===== src/rtl/gib_pkg.sv =====
package gib_pkg;

  typedef struct packed {
    logic special;
    logic invert;
    logic is_input;
  } pin_cfg_t;

  localparam pin_cfg_t PIN_CFG_RESET = '{special: 1'b0, invert: 1'b0, is_input: 1'b1};

  function automatic logic [7:0] pair_base(input logic [1:0] code);
    case (code)
      2'd0:    return 8'hE0;
      2'd1:    return 8'hE2;
      2'd2:    return 8'hE4;
      default: return 8'hEA;
    endcase
  endfunction

endpackage


===== src/rtl/gib_port_decode.sv =====
module gib_port_decode #(
  parameter int AW = 8
) (
  input  logic          enable,
  input  logic [1:0]    code,
  input  logic [AW-1:0] addr,
  output logic          idx_hit,
  output logic          dat_hit
);
  logic [AW-1:0] base;

  always_comb begin
    base    = AW'(gib_pkg::pair_base(code));
    idx_hit = enable && (addr == base);
    dat_hit = enable && (addr == base + AW'(1));
  end
endmodule


===== src/rtl/gib_pin_cell.sv =====
module gib_pin_cell #(
  parameter logic [7:0] CFG_ADDR = 8'hE0
) (
  input  logic             clk,
  input  logic             rst,
  input  logic             cfg_wr,
  input  logic [7:0]       cfg_addr,
  input  gib_pkg::pin_cfg_t cfg_new,
  input  logic             lat_bit,
  input  logic             alt_bit,
  input  logic             pad_in_bit,
  output logic             pad_out_bit,
  output logic             pad_oe_bit,
  output logic             rd_bit
);
  gib_pkg::pin_cfg_t cfg_q;
  logic cfg_hit;

  assign cfg_hit = cfg_wr && (cfg_addr == CFG_ADDR);

  always_ff @(posedge clk) begin
    if (rst)          cfg_q <= gib_pkg::PIN_CFG_RESET;
    else if (cfg_hit) cfg_q <= cfg_new;
  end

  always_comb begin
    pad_oe_bit  = !cfg_q.is_input;
    pad_out_bit = cfg_q.special ? alt_bit : (lat_bit ^ cfg_q.invert);
    rd_bit      = cfg_q.is_input ? (pad_in_bit ^ cfg_q.invert) : lat_bit;
  end

  // a configuration write that selects input releases the pad on the next cycle
  assert_input_releases_R7: assert property (@(posedge clk) disable iff (rst)
    (cfg_hit && cfg_new.is_input) |=> !pad_oe_bit);

  // a special output pin follows the alternate source once configured
  assert_special_follows_R9: assert property (@(posedge clk) disable iff (rst)
    (cfg_hit && cfg_new.special && !cfg_new.is_input) |=> (pad_oe_bit && pad_out_bit == alt_bit));
endmodule


===== src/rtl/gpio_indirect_bank.sv =====
module gpio_indirect_bank #(
  parameter int         GA       = 8,
  parameter int         GB       = 6,
  parameter int         GC       = 8,
  parameter int         DW       = 8,
  parameter logic [7:0] SEL_ADDR = 8'h03,
  parameter logic [7:0] A_CFG    = 8'hE0,
  parameter logic [7:0] B_CFG    = 8'hE8,
  parameter logic [7:0] C_CFG    = 8'hF5
) (
  input  logic                clk,
  input  logic                rst,
  input  logic                cfg_wr,
  input  logic [7:0]          cfg_addr,
  input  logic [7:0]          cfg_wdata,
  input  logic [DW-1:0]       io_addr,
  input  logic                io_wr,
  input  logic                io_rd,
  input  logic [DW-1:0]       io_wdata,
  output logic [DW-1:0]       io_rdata,
  input  logic [GA+GB+GC-1:0] pad_in,
  input  logic [GA+GB+GC-1:0] alt_out,
  output logic [GA+GB+GC-1:0] pad_out,
  output logic [GA+GB+GC-1:0] pad_oe
);
  localparam int NP    = GA + GB + GC;
  localparam int B_LO  = GA;
  localparam int C_LO  = GA + GB;
  localparam logic [DW-1:0] IDX_A = DW'(1);
  localparam logic [DW-1:0] IDX_B = DW'(2);
  localparam logic [DW-1:0] IDX_C = DW'(3);

  logic          sel_en_q;
  logic [1:0]    sel_code_q;
  logic [DW-1:0] index_q;
  logic [NP-1:0] lat_q;
  logic [NP-1:0] rd_bits;
  logic [DW-1:0] grp_val;
  logic [DW-1:0] rdata_q;
  logic          idx_hit, dat_hit;
  gib_pkg::pin_cfg_t cfg_new;
  logic          unused_cfg_bits;

  assign cfg_new = '{special: cfg_wdata[3], invert: cfg_wdata[1], is_input: cfg_wdata[0]};
  assign unused_cfg_bits = ^{cfg_wdata[6:4], cfg_wdata[2]};

  // selection byte
  always_ff @(posedge clk) begin
    if (rst) begin
      sel_en_q   <= 1'b0;
      sel_code_q <= 2'd0;
    end else if (cfg_wr && cfg_addr == SEL_ADDR) begin
      sel_en_q   <= cfg_wdata[7];
      sel_code_q <= cfg_wdata[1:0];
    end
  end

  gib_port_decode #(.AW(DW)) u_decode (
    .enable (sel_en_q),
    .code   (sel_code_q),
    .addr   (io_addr),
    .idx_hit(idx_hit),
    .dat_hit(dat_hit)
  );

  // index register and group data latches
  always_ff @(posedge clk) begin
    if (rst) begin
      index_q <= '0;
      lat_q   <= '0;
    end else if (io_wr) begin
      if (idx_hit) index_q <= io_wdata;
      if (dat_hit) begin
        case (index_q)
          IDX_A:   lat_q[B_LO-1:0]  <= io_wdata[GA-1:0];
          IDX_B:   lat_q[C_LO-1:B_LO] <= io_wdata[GB-1:0];
          IDX_C:   lat_q[NP-1:C_LO] <= io_wdata[GC-1:0];
          default: ;
        endcase
      end
    end
  end

  // per-pin configuration and pad logic
  for (genvar i = 0; i < NP; i++) begin : g_pin
    localparam logic [7:0] CA = (i < B_LO) ? 8'(A_CFG + i) :
                                (i < C_LO) ? 8'(B_CFG + (i - B_LO)) :
                                             8'(C_CFG + (i - C_LO));
    gib_pin_cell #(.CFG_ADDR(CA)) u_cell (
      .clk        (clk),
      .rst        (rst),
      .cfg_wr     (cfg_wr),
      .cfg_addr   (cfg_addr),
      .cfg_new    (cfg_new),
      .lat_bit    (lat_q[i]),
      .alt_bit    (alt_out[i]),
      .pad_in_bit (pad_in[i]),
      .pad_out_bit(pad_out[i]),
      .pad_oe_bit (pad_oe[i]),
      .rd_bit     (rd_bits[i])
    );
  end

  always_comb begin
    grp_val = '0;
    case (index_q)
      IDX_A:   grp_val[GA-1:0] = rd_bits[B_LO-1:0];
      IDX_B:   grp_val[GB-1:0] = rd_bits[C_LO-1:B_LO];
      IDX_C:   grp_val[GC-1:0] = rd_bits[NP-1:C_LO];
      default: grp_val = '0;
    endcase
  end

  always_ff @(posedge clk) begin
    if (rst)                  rdata_q <= '1;
    else if (io_rd && idx_hit) rdata_q <= index_q;
    else if (io_rd && dat_hit) rdata_q <= grp_val;
    else                      rdata_q <= '1;
  end

  assign io_rdata = rdata_q;

  // the first cycle out of reset sees every pad released
  assert_reset_inputs_R1: assert property (@(posedge clk) disable iff (rst)
    $past(rst) |-> (pad_oe == '0 && io_rdata == '1));

  // a read while the pair is disabled yields all ones
  assert_disabled_read_R3: assert property (@(posedge clk) disable iff (rst)
    (io_rd && !sel_en_q) |=> io_rdata == '1);

  // an index-port read returns the index held when it was issued
  assert_index_readback_R4: assert property (@(posedge clk) disable iff (rst)
    (io_rd && idx_hit) |=> io_rdata == $past(index_q));

  // a write to group A leaves groups B and C untouched
  assert_group_isolation_R5: assert property (@(posedge clk) disable iff (rst)
    (io_wr && dat_hit && index_q == IDX_A) |=> $stable(lat_q[NP-1:B_LO]));

  // group B reads carry zeros above its pin count
  assert_groupb_upper_zero_R6: assert property (@(posedge clk) disable iff (rst)
    (io_rd && dat_hit && index_q == IDX_B) |=> (io_rdata >> GB) == '0);
endmodule


===== config.mk =====
export PLATFORM = sky130hd
export DESIGN_NAME = gpio_indirect_bank
export DESIGN_NICKNAME = d
export VERILOG_FILES = /design/src/rtl/gib_pkg.sv /design/src/rtl/gib_port_decode.sv /design/src/rtl/gib_pin_cell.sv /design/src/rtl/gpio_indirect_bank.sv
export SDC_FILE = /design/constraint.sdc
export NUM_CORES = 1
export LEC_CHECK = 0
export BUFFER_PORTS_ARGS = -buffer_cell sky130_fd_sc_hd__buf_4
export CORE_UTILIZATION = 25
export CTS_CLUSTER_DIAMETER = 60
export DETAILED_ROUTE_END_ITERATION = 16
export PLACE_DENSITY = 0.48
export SETUP_SLACK_MARGIN = 0.1
export SYNTH_ARGS = -nofsm -noshare
export SYNTH_HDL_FRONTEND = slang
export SYNTH_SLANG_ARGS = --single-unit

===== constraint.sdc =====
create_clock -name clk -period 3.3 [get_ports clk]
set_input_delay 0.33 -clock clk [delete_from_list [all_inputs] [get_ports clk]]
set_output_delay 0.33 -clock clk [all_outputs]
set_load 0.01 [all_outputs]

==> reports/metrics.csv, run 1 <==
stage;metric;value;unit
worst_hold_path;hold_depth;3;
synthesis;synthXorXnorAreaFrac;0.0720;
layout;stdcell_area;6660;sq um
global_routing;antenna_found_initial;0;
power;p_sw;0.614;mW
clock_tree;htreeDepth;3;
placement;hpwlAfterDp;12400;um
layout;final_cells;992;
route;firstDrtPassIters;4;
synthesis;synth_compound_area_frac;0.0972;
route;viasPerCell;4.44;
power;p_comb_frac;0.077;
timing;hold_viol_final;0;
layout;n_antenna_cell;0;
power;leakagePower;2.70;nW
floorplanning;initial_core_util;0.258;
synthesis;synth_fa_ha_area_frac;0;
placement;gp_congestion;0.752;
global_routing;overflow;0;
power;pwr-share-seq;0.517;
layout;layout.nets;793;
synthesis;yosys.area.top_type;dfxtp_1;
worst_setup_path;required;3.50;ns
synthesis;ys_seq_area_frac;0.391;
global_routing;first_global_vias;4235;
timing;period_share;0.663;
timing;drv_slew;0;
timing;finalSetupViolations;0;
synthesis;synth_cells;638;
layout;fin_util;0.314;
route;remaining_drc_errors;0;
synthesis;synthSimpleGateAreaFrac;0.213;
synthesis;yosys-top-cells-area;dfxtp_1 39%, mux2i_1 13%, xnor2_1 7.0%;
route;wl_per_cell;17.1;um
synthesis;syn_area;5470;sq um
clock_tree;clk_pin_slew;0.08;ns
power;p_clk_frac;0.406;
worst_setup_path;crit_arrival;2.39;ns
power;vdd_ir_drop_max;0.183;mV
clock_tree;clock_latency;0.36;ns
clock_tree;numClockSinks;107;
timing;tightest_slew;0.887;ns
floorplanning;io_pins;133;
route;drt_iter0_drc;255;
floorplanning;dieArea;22500;sq um
timing;timing.fmax;457;MHz
outcome;status;completed;
job;drv_cap;0;
synthesis;yosys_warnings;0;
global_routing;grt_max_degree;78;
power;powerDensity;376;nW/um^2
synthesis;ys_types;37;
layout;drive_gt1_frac;0.229;
clock_tree;cts_tree;done;
synthesis;synth_top_family_by_area;simple AND/OR/NAND/NOR gates;
timing;max_slew_margin;0.409;
worst_setup_path;worstSetupPathType;reg -> reg;
worst_setup_path;critPathMaxFanout;8;
synthesis;synthMuxAreaShare;0.128;
worst_setup_path;endpoint_kind;flop;
synthesis;synth_nets;719;
clock_tree;post_cts_buffers;0;
synthesis;synth_edf_count;0;
worst_setup_path;r2r_cells;5;
synthesis;ys_ff_latch;107;
floorplanning;fp-row-count;53;
route;ant_nets;0;
placement;placed_cell_area;6390;sq um
synthesis;synth_top_cell_area_share;0.391;
worst_hold_path;holdCritPathClass;in -> reg;
clock_tree;cts-root-buf;clkbuf_16;
clock_tree;ctsLongestPathBuffers;2;
power;p_sw_frac;0.246;
timing;fin_skew;0.00936;ns
worst_setup_path;start_kind;flop;
route;vias;4400;
placement;dp.cells;976;
route;wl;17000;um
synthesis;synth_ff_type;dfxtp_1;
synthesis;syn_area_per_cell;8.58;sq um
timing;fin_tns_setup;0;ns
floorplanning;core_area;21200;sq um
floorplanning;dieWidth;150;um
clock_tree;cts_resized;0;
placement;numPortBuffers;128;
timing;fin_crit;2.19;ns
clock_tree;postCtsHoldBufs;0;
global_routing;grt.total_usage;0.154;
global_routing;grt_pass1_wl;25100;um
layout;syn_to_final_growth;21.6;%
power;p_int;1.89;mW
power;total_power;2.50;mW
synthesis;async_reset_ff_frac;0;
floorplanning;die_y;150;um
clock_tree;numCtsBuffers;9;
timing;rsz0062_at_grt;no;
## final timing paths
check	from	end	slack [ns]
setup / recovery	index_q[4]	lat_q[21]	1.11
setup reg to reg	index_q[4]	lat_q[21]	1.11
hold reg to reg	g_pin[17].u_cell.cfg_q[2]	g_pin[17].u_cell.cfg_q[2]	0.47
hold / removal	cfg_wdata[7]	sel_en_q	0.20
## power by group through the flow
stage	Combinational (mW)	Clock, mW	Sequential [mW]
after detailed placement	0.195	0	1.32
after CTS	0.196	1.05	1.29
final	0.192	1.02	1.29
after global routing	0.207	1.09	1.29
after floorplan	0.0753	0	1.32
after global placement	0.195	0	1.32
## Yosys cell counts (all sizes together) (5+ instances only)
cell and instances:
nand2b 5, o21ai 24, mux2i 70, nor3 19, nor2 93, nand2 66, nor4 11, a211o 7
nand4 5, clkbuf 27, a21oi 17, a211oi 18, o211ai 14, nand3 24, dfxtp 107, inv 25
xnor2 44, buf 46
## metal layers
layer,GRT usage,up-vias,share of wire
li1,-,2273,-
met1,0.197,2019,0.48
met2,0.255,92,0.47
met3,0.0287,16,0.040
met4,0.0561,0,0.018
met5,0,-,0
## flip-flops by register name, summed over array words and instances (netlist names)
signal and count:
sel_en_q 1, g_pin.u_cell.cfg_q 66, index_q 8, sel_code_q 2, lat_q 22, io_rdata 8
## through the flow
| step | hold WS (ns) | worst slack (ns) |
|---|---|---|
| 4_1_cts | 0.192 | 1.07 |
| 3_3_place_gp | 0.462 | 0.942 |
| 6_report | 0.202 | 1.11 |
| 5_1_grt | 0.252 | 0.934 |
| 2_1_floorplan | 0.446 | 1.45 |
| 3_5_place_dp | 0.462 | 0.947 |
## critical path, cell delays in order, from the launching register on
cell and delay [ns]:
dfxtp_1 0.35, nor4_1 0.32, nand4_1 0.36, nor4_4 0.70
mux2i_1 0.26, nor2_1 0.06
## layout make-up
| type | count | area [sq um] |
|---|---|---|
| Multi-Input combinational cell | 433 | 2790 |
| Inverter | 25 | 93.8 |
| Clock buffer | 11 | 233 |
| Tap cell | 275 | 344 |
| Fill cell | 2303 | 14600 |
| Timing Repair Buffer | 136 | 1020 |
| Sequential cell | 107 | 2140 |
| Clock inverter | 5 | 28.8 |
## cells in the final DEF, fill, tap and decap left out, types with 2 or more instances in the layout
cell,instances
a21oi_1,17
a211oi_1,18
nor4_4,3
o21ai_0,24
o211ai_1,14
xnor2_1,44
nor2b_1,4
clkbuf_16,9
nor4_2,6
inv_1,25
nor4_1,2
mux2i_1,70
nand2_1,66
nor3_1,17
clkinv_2,4
nand3_1,24
clkbuf_1,2
buf_4,136
nand4_1,5
a211o_1,7
nand2b_1,5
dfxtp_1,107
nor2_1,93
## cells by family (layout without fill, tap and decap cells)
group / count (synthesis) / in the layout
xor gates and xnor gates: 45 / 45
and+or+nand+nor: 235 / 235
muxes: 70 / 70
DFF: 107 / 107
AOI/OAI and AO/OA: 83 / 83
buffers and inverters: 98 / 177
(Power assumes the default switching activity.)
==> run 2, diff against run 1 <==
==> constraint.sdc (replaced) <==
create_clock -name clk -period 2.2 [get_ports clk]
set_input_delay 0.22 -clock clk [delete_from_list [all_inputs] [get_ports clk]]
set_output_delay 0.22 -clock clk [all_outputs]
set_load 0.01 [all_outputs]
==> run 2 against run 1 <==
- maximum frequency increased by 14%
- register-to-register slack got worse by 0.82 ns
- global-route usage increased by 0.16 points
- worst setup slack got worse by 0.82 ns
- critical path type unchanged
- sequential share of layout area decreased by 1.1 points
- cell area increased by 3.4%
- largest power group unchanged
==> reports/metrics.csv, run 2 (synthesis gave the netlist of run 1 again) <==
stage;metric;value;unit
placement;gp_congestion;0.759;
layout;top_register;g_pin.u_cell.cfg_q;
timing;fin_skew;0.0117;ns
worst_setup_path;slowest_stage;dfxtp_1;
timing;timing.fmax;523;MHz
floorplanning;fp-row-count;53;
floorplanning;io_pins;133;
layout;layout.cells.most_common_list;158 x buf_4, 107 x dfxtp_1, 93 x nor2_1;
clock_tree;postCtsHoldBufs;0;
timing;rsz0062_at_grt;no;
worst_hold_path;min-delay-start;cfg_wdata[7];
global_routing;grt.total_usage;0.155;
layout;final_cells;1014;
job;drv_cap;0;
worst_setup_path;crit_arrival;2.12;ns
layout;n_antenna_cell;0;
worst_setup_path;path_buf_inv;1;
worst_setup_path;crit_family;simple AND/OR/NAND/NOR gates;
worst_setup_path;slowest_delay;0.34;ns
global_routing;grt_max_degree;78;
power;vdd_ir_drop_max;0.308;mV
worst_setup_path;start_kind;flop;
clock_tree;clk_pin_slew;0.08;ns
layout;syn_to_final_growth;25.8;%
layout;layout.nets;815;
timing;fin_tns_setup;0;ns
worst_setup_path;reg2reg_from;index_q[4];
timing;holdWs;0.0911;ns
clock_tree;numCtsBuffers;9;
power;p_clk_frac;0.449;
power;total_power;4.05;mW
worst_setup_path;rrSetupSlack;0.29;ns
global_routing;antenna_found_initial;0;
layout;stdcell_area;6880;sq um
floorplanning;die_y;150;um
layout;fillers;2259;
clock_tree;ctsLongestPathBuffers;2;
worst_setup_path;required;2.41;ns
placement;numPortBuffers;128;
timing;tightest_slew;0.895;ns
layout;largest_register_ffs;66;
clock_tree;clock_latency;0.36;ns
layout;final_common_cell;buf_4;
timing;max_slew_margin;0.403;
timing;period_share;0.869;
clock_tree;cts-root-buf;clkbuf_16;
global_routing;overflow;0;
route;wl_per_cell;16.8;um
power;powerDensity;588;nW/um^2
floorplanning;dieArea;22500;sq um
placement;placed_cell_area;6560;sq um
timing;finalSetupViolations;0;
worst_setup_path;worstSetupPathType;reg -> reg;
power;p_int;3.09;mW
clock_tree;cts_resized;0;
outcome;status;completed;
floorplanning;dieWidth;150;um
global_routing;first_global_vias;4221;
worst_setup_path;r2r_end;lat_q[2];
worst_hold_path;holdCritPathClass;in -> reg;
timing;drv_slew;0;
clock_tree;post_cts_buffers;0;
timing;hold_viol_final;0;
power;p_sw;0.955;mW
layout;largest_registers;g_pin.u_cell.cfg_q x66, lat_q x22;
placement;hpwlAfterDp;12500;um
timing;fin_crit;1.91;ns
clock_tree;numClockSinks;107;
worst_setup_path;worstPathCellList;nor4_1 -> nand4_1 -> nor4_4 -> buf_4 -> mux2i_1 -> nor2_1;
power;p_sw_frac;0.236;
placement;dp.cells;998;
clock_tree;htreeDepth;3;
floorplanning;core_area;21200;sq um
worst_hold_path;hold_depth;3;
global_routing;grt_pass1_wl;25300;um
clock_tree;cts_tree;done;
floorplanning;initial_core_util;0.258;
route;viasPerCell;4.39;
worst_setup_path;endpoint_kind;flop;
layout;drive_gt1_frac;0.254;
worst_setup_path;setup.worst_path.start;index_q[4];
worst_setup_path;r2r_cells;6;
worst_hold_path;min_to;sel_en_q;
route;drt_iter0_drc;193;
route;remaining_drc_errors;0;
route;ant_nets;0;
worst_setup_path;critPathMaxFanout;8;
route;firstDrtPassIters;4;
power;p_comb_frac;0.072;
route;wl;17000;um
route;vias;4456;
power;leakagePower;2.84;nW
power;pwr-share-seq;0.479;
run 2: cell type report:
type,instances,area [sq um],area share
Multi-Input combinational cell,433,2790,0.406
Sequential cell,107,2140,0.311
Timing Repair Buffer,158,1190,0.172
Tap cell,275,344,0.0500
Clock buffer,10,239,0.0347
Inverter,25,93.8,0.0136
Clock inverter,6,86.3,0.0125
run 2: routing by layer:
metal,global-route usage,vias to the layer above,part of all wire
li1,-,2322,-
met1,0.205,2002,0.46
met2,0.252,119,0.47
met3,0.0308,13,0.058
met4,0.0505,0,0.013
met5,0,-,0
run 2: tightest hold or removal path: cells and delay by family:
family / cells / cell delay [ns]
buf+inv: 1 / 0.08
mux: 1 / 0.05
simple gates: 1 / 0.07
run 2: stage by stage:
| stage | setup WS [ns] | utilization |
|---|---|---|
| floorplan | 0.352 | - |
| global placement | 0.320 | 0.309 |
| detailed placement | 0.303 | 0.309 |
| CTS | 0.277 | 0.324 |
| global route | 0.140 | 0.324 |
| finish | 0.288 | 0.324 |
run 2: power groups by stage:
| stage | Combinational (mW) | Sequential (mW) | Clock, mW |
|---|---|---|---|
| detailed placement | 0.298 | 1.98 | 0 |
| global placement | 0.298 | 1.98 | 0 |
| finish | 0.293 | 1.94 | 1.82 |
| floorplan | 0.113 | 1.98 | 0 |
| CTS | 0.298 | 1.94 | 1.88 |
| global route | 0.315 | 1.94 | 1.95 |
run 2: worst max path at each step:
stage	to	slack [ns]	depth (start not counted)
after floorplan	lat_q[0]	0.35	5
after global placement	io_rdata[1]	0.32	6
after detailed placement	lat_q[4]	0.30	6
after CTS	lat_q[2]	0.28	6
after global routing	lat_q[2]	0.14	6
final	lat_q[2]	0.29	6
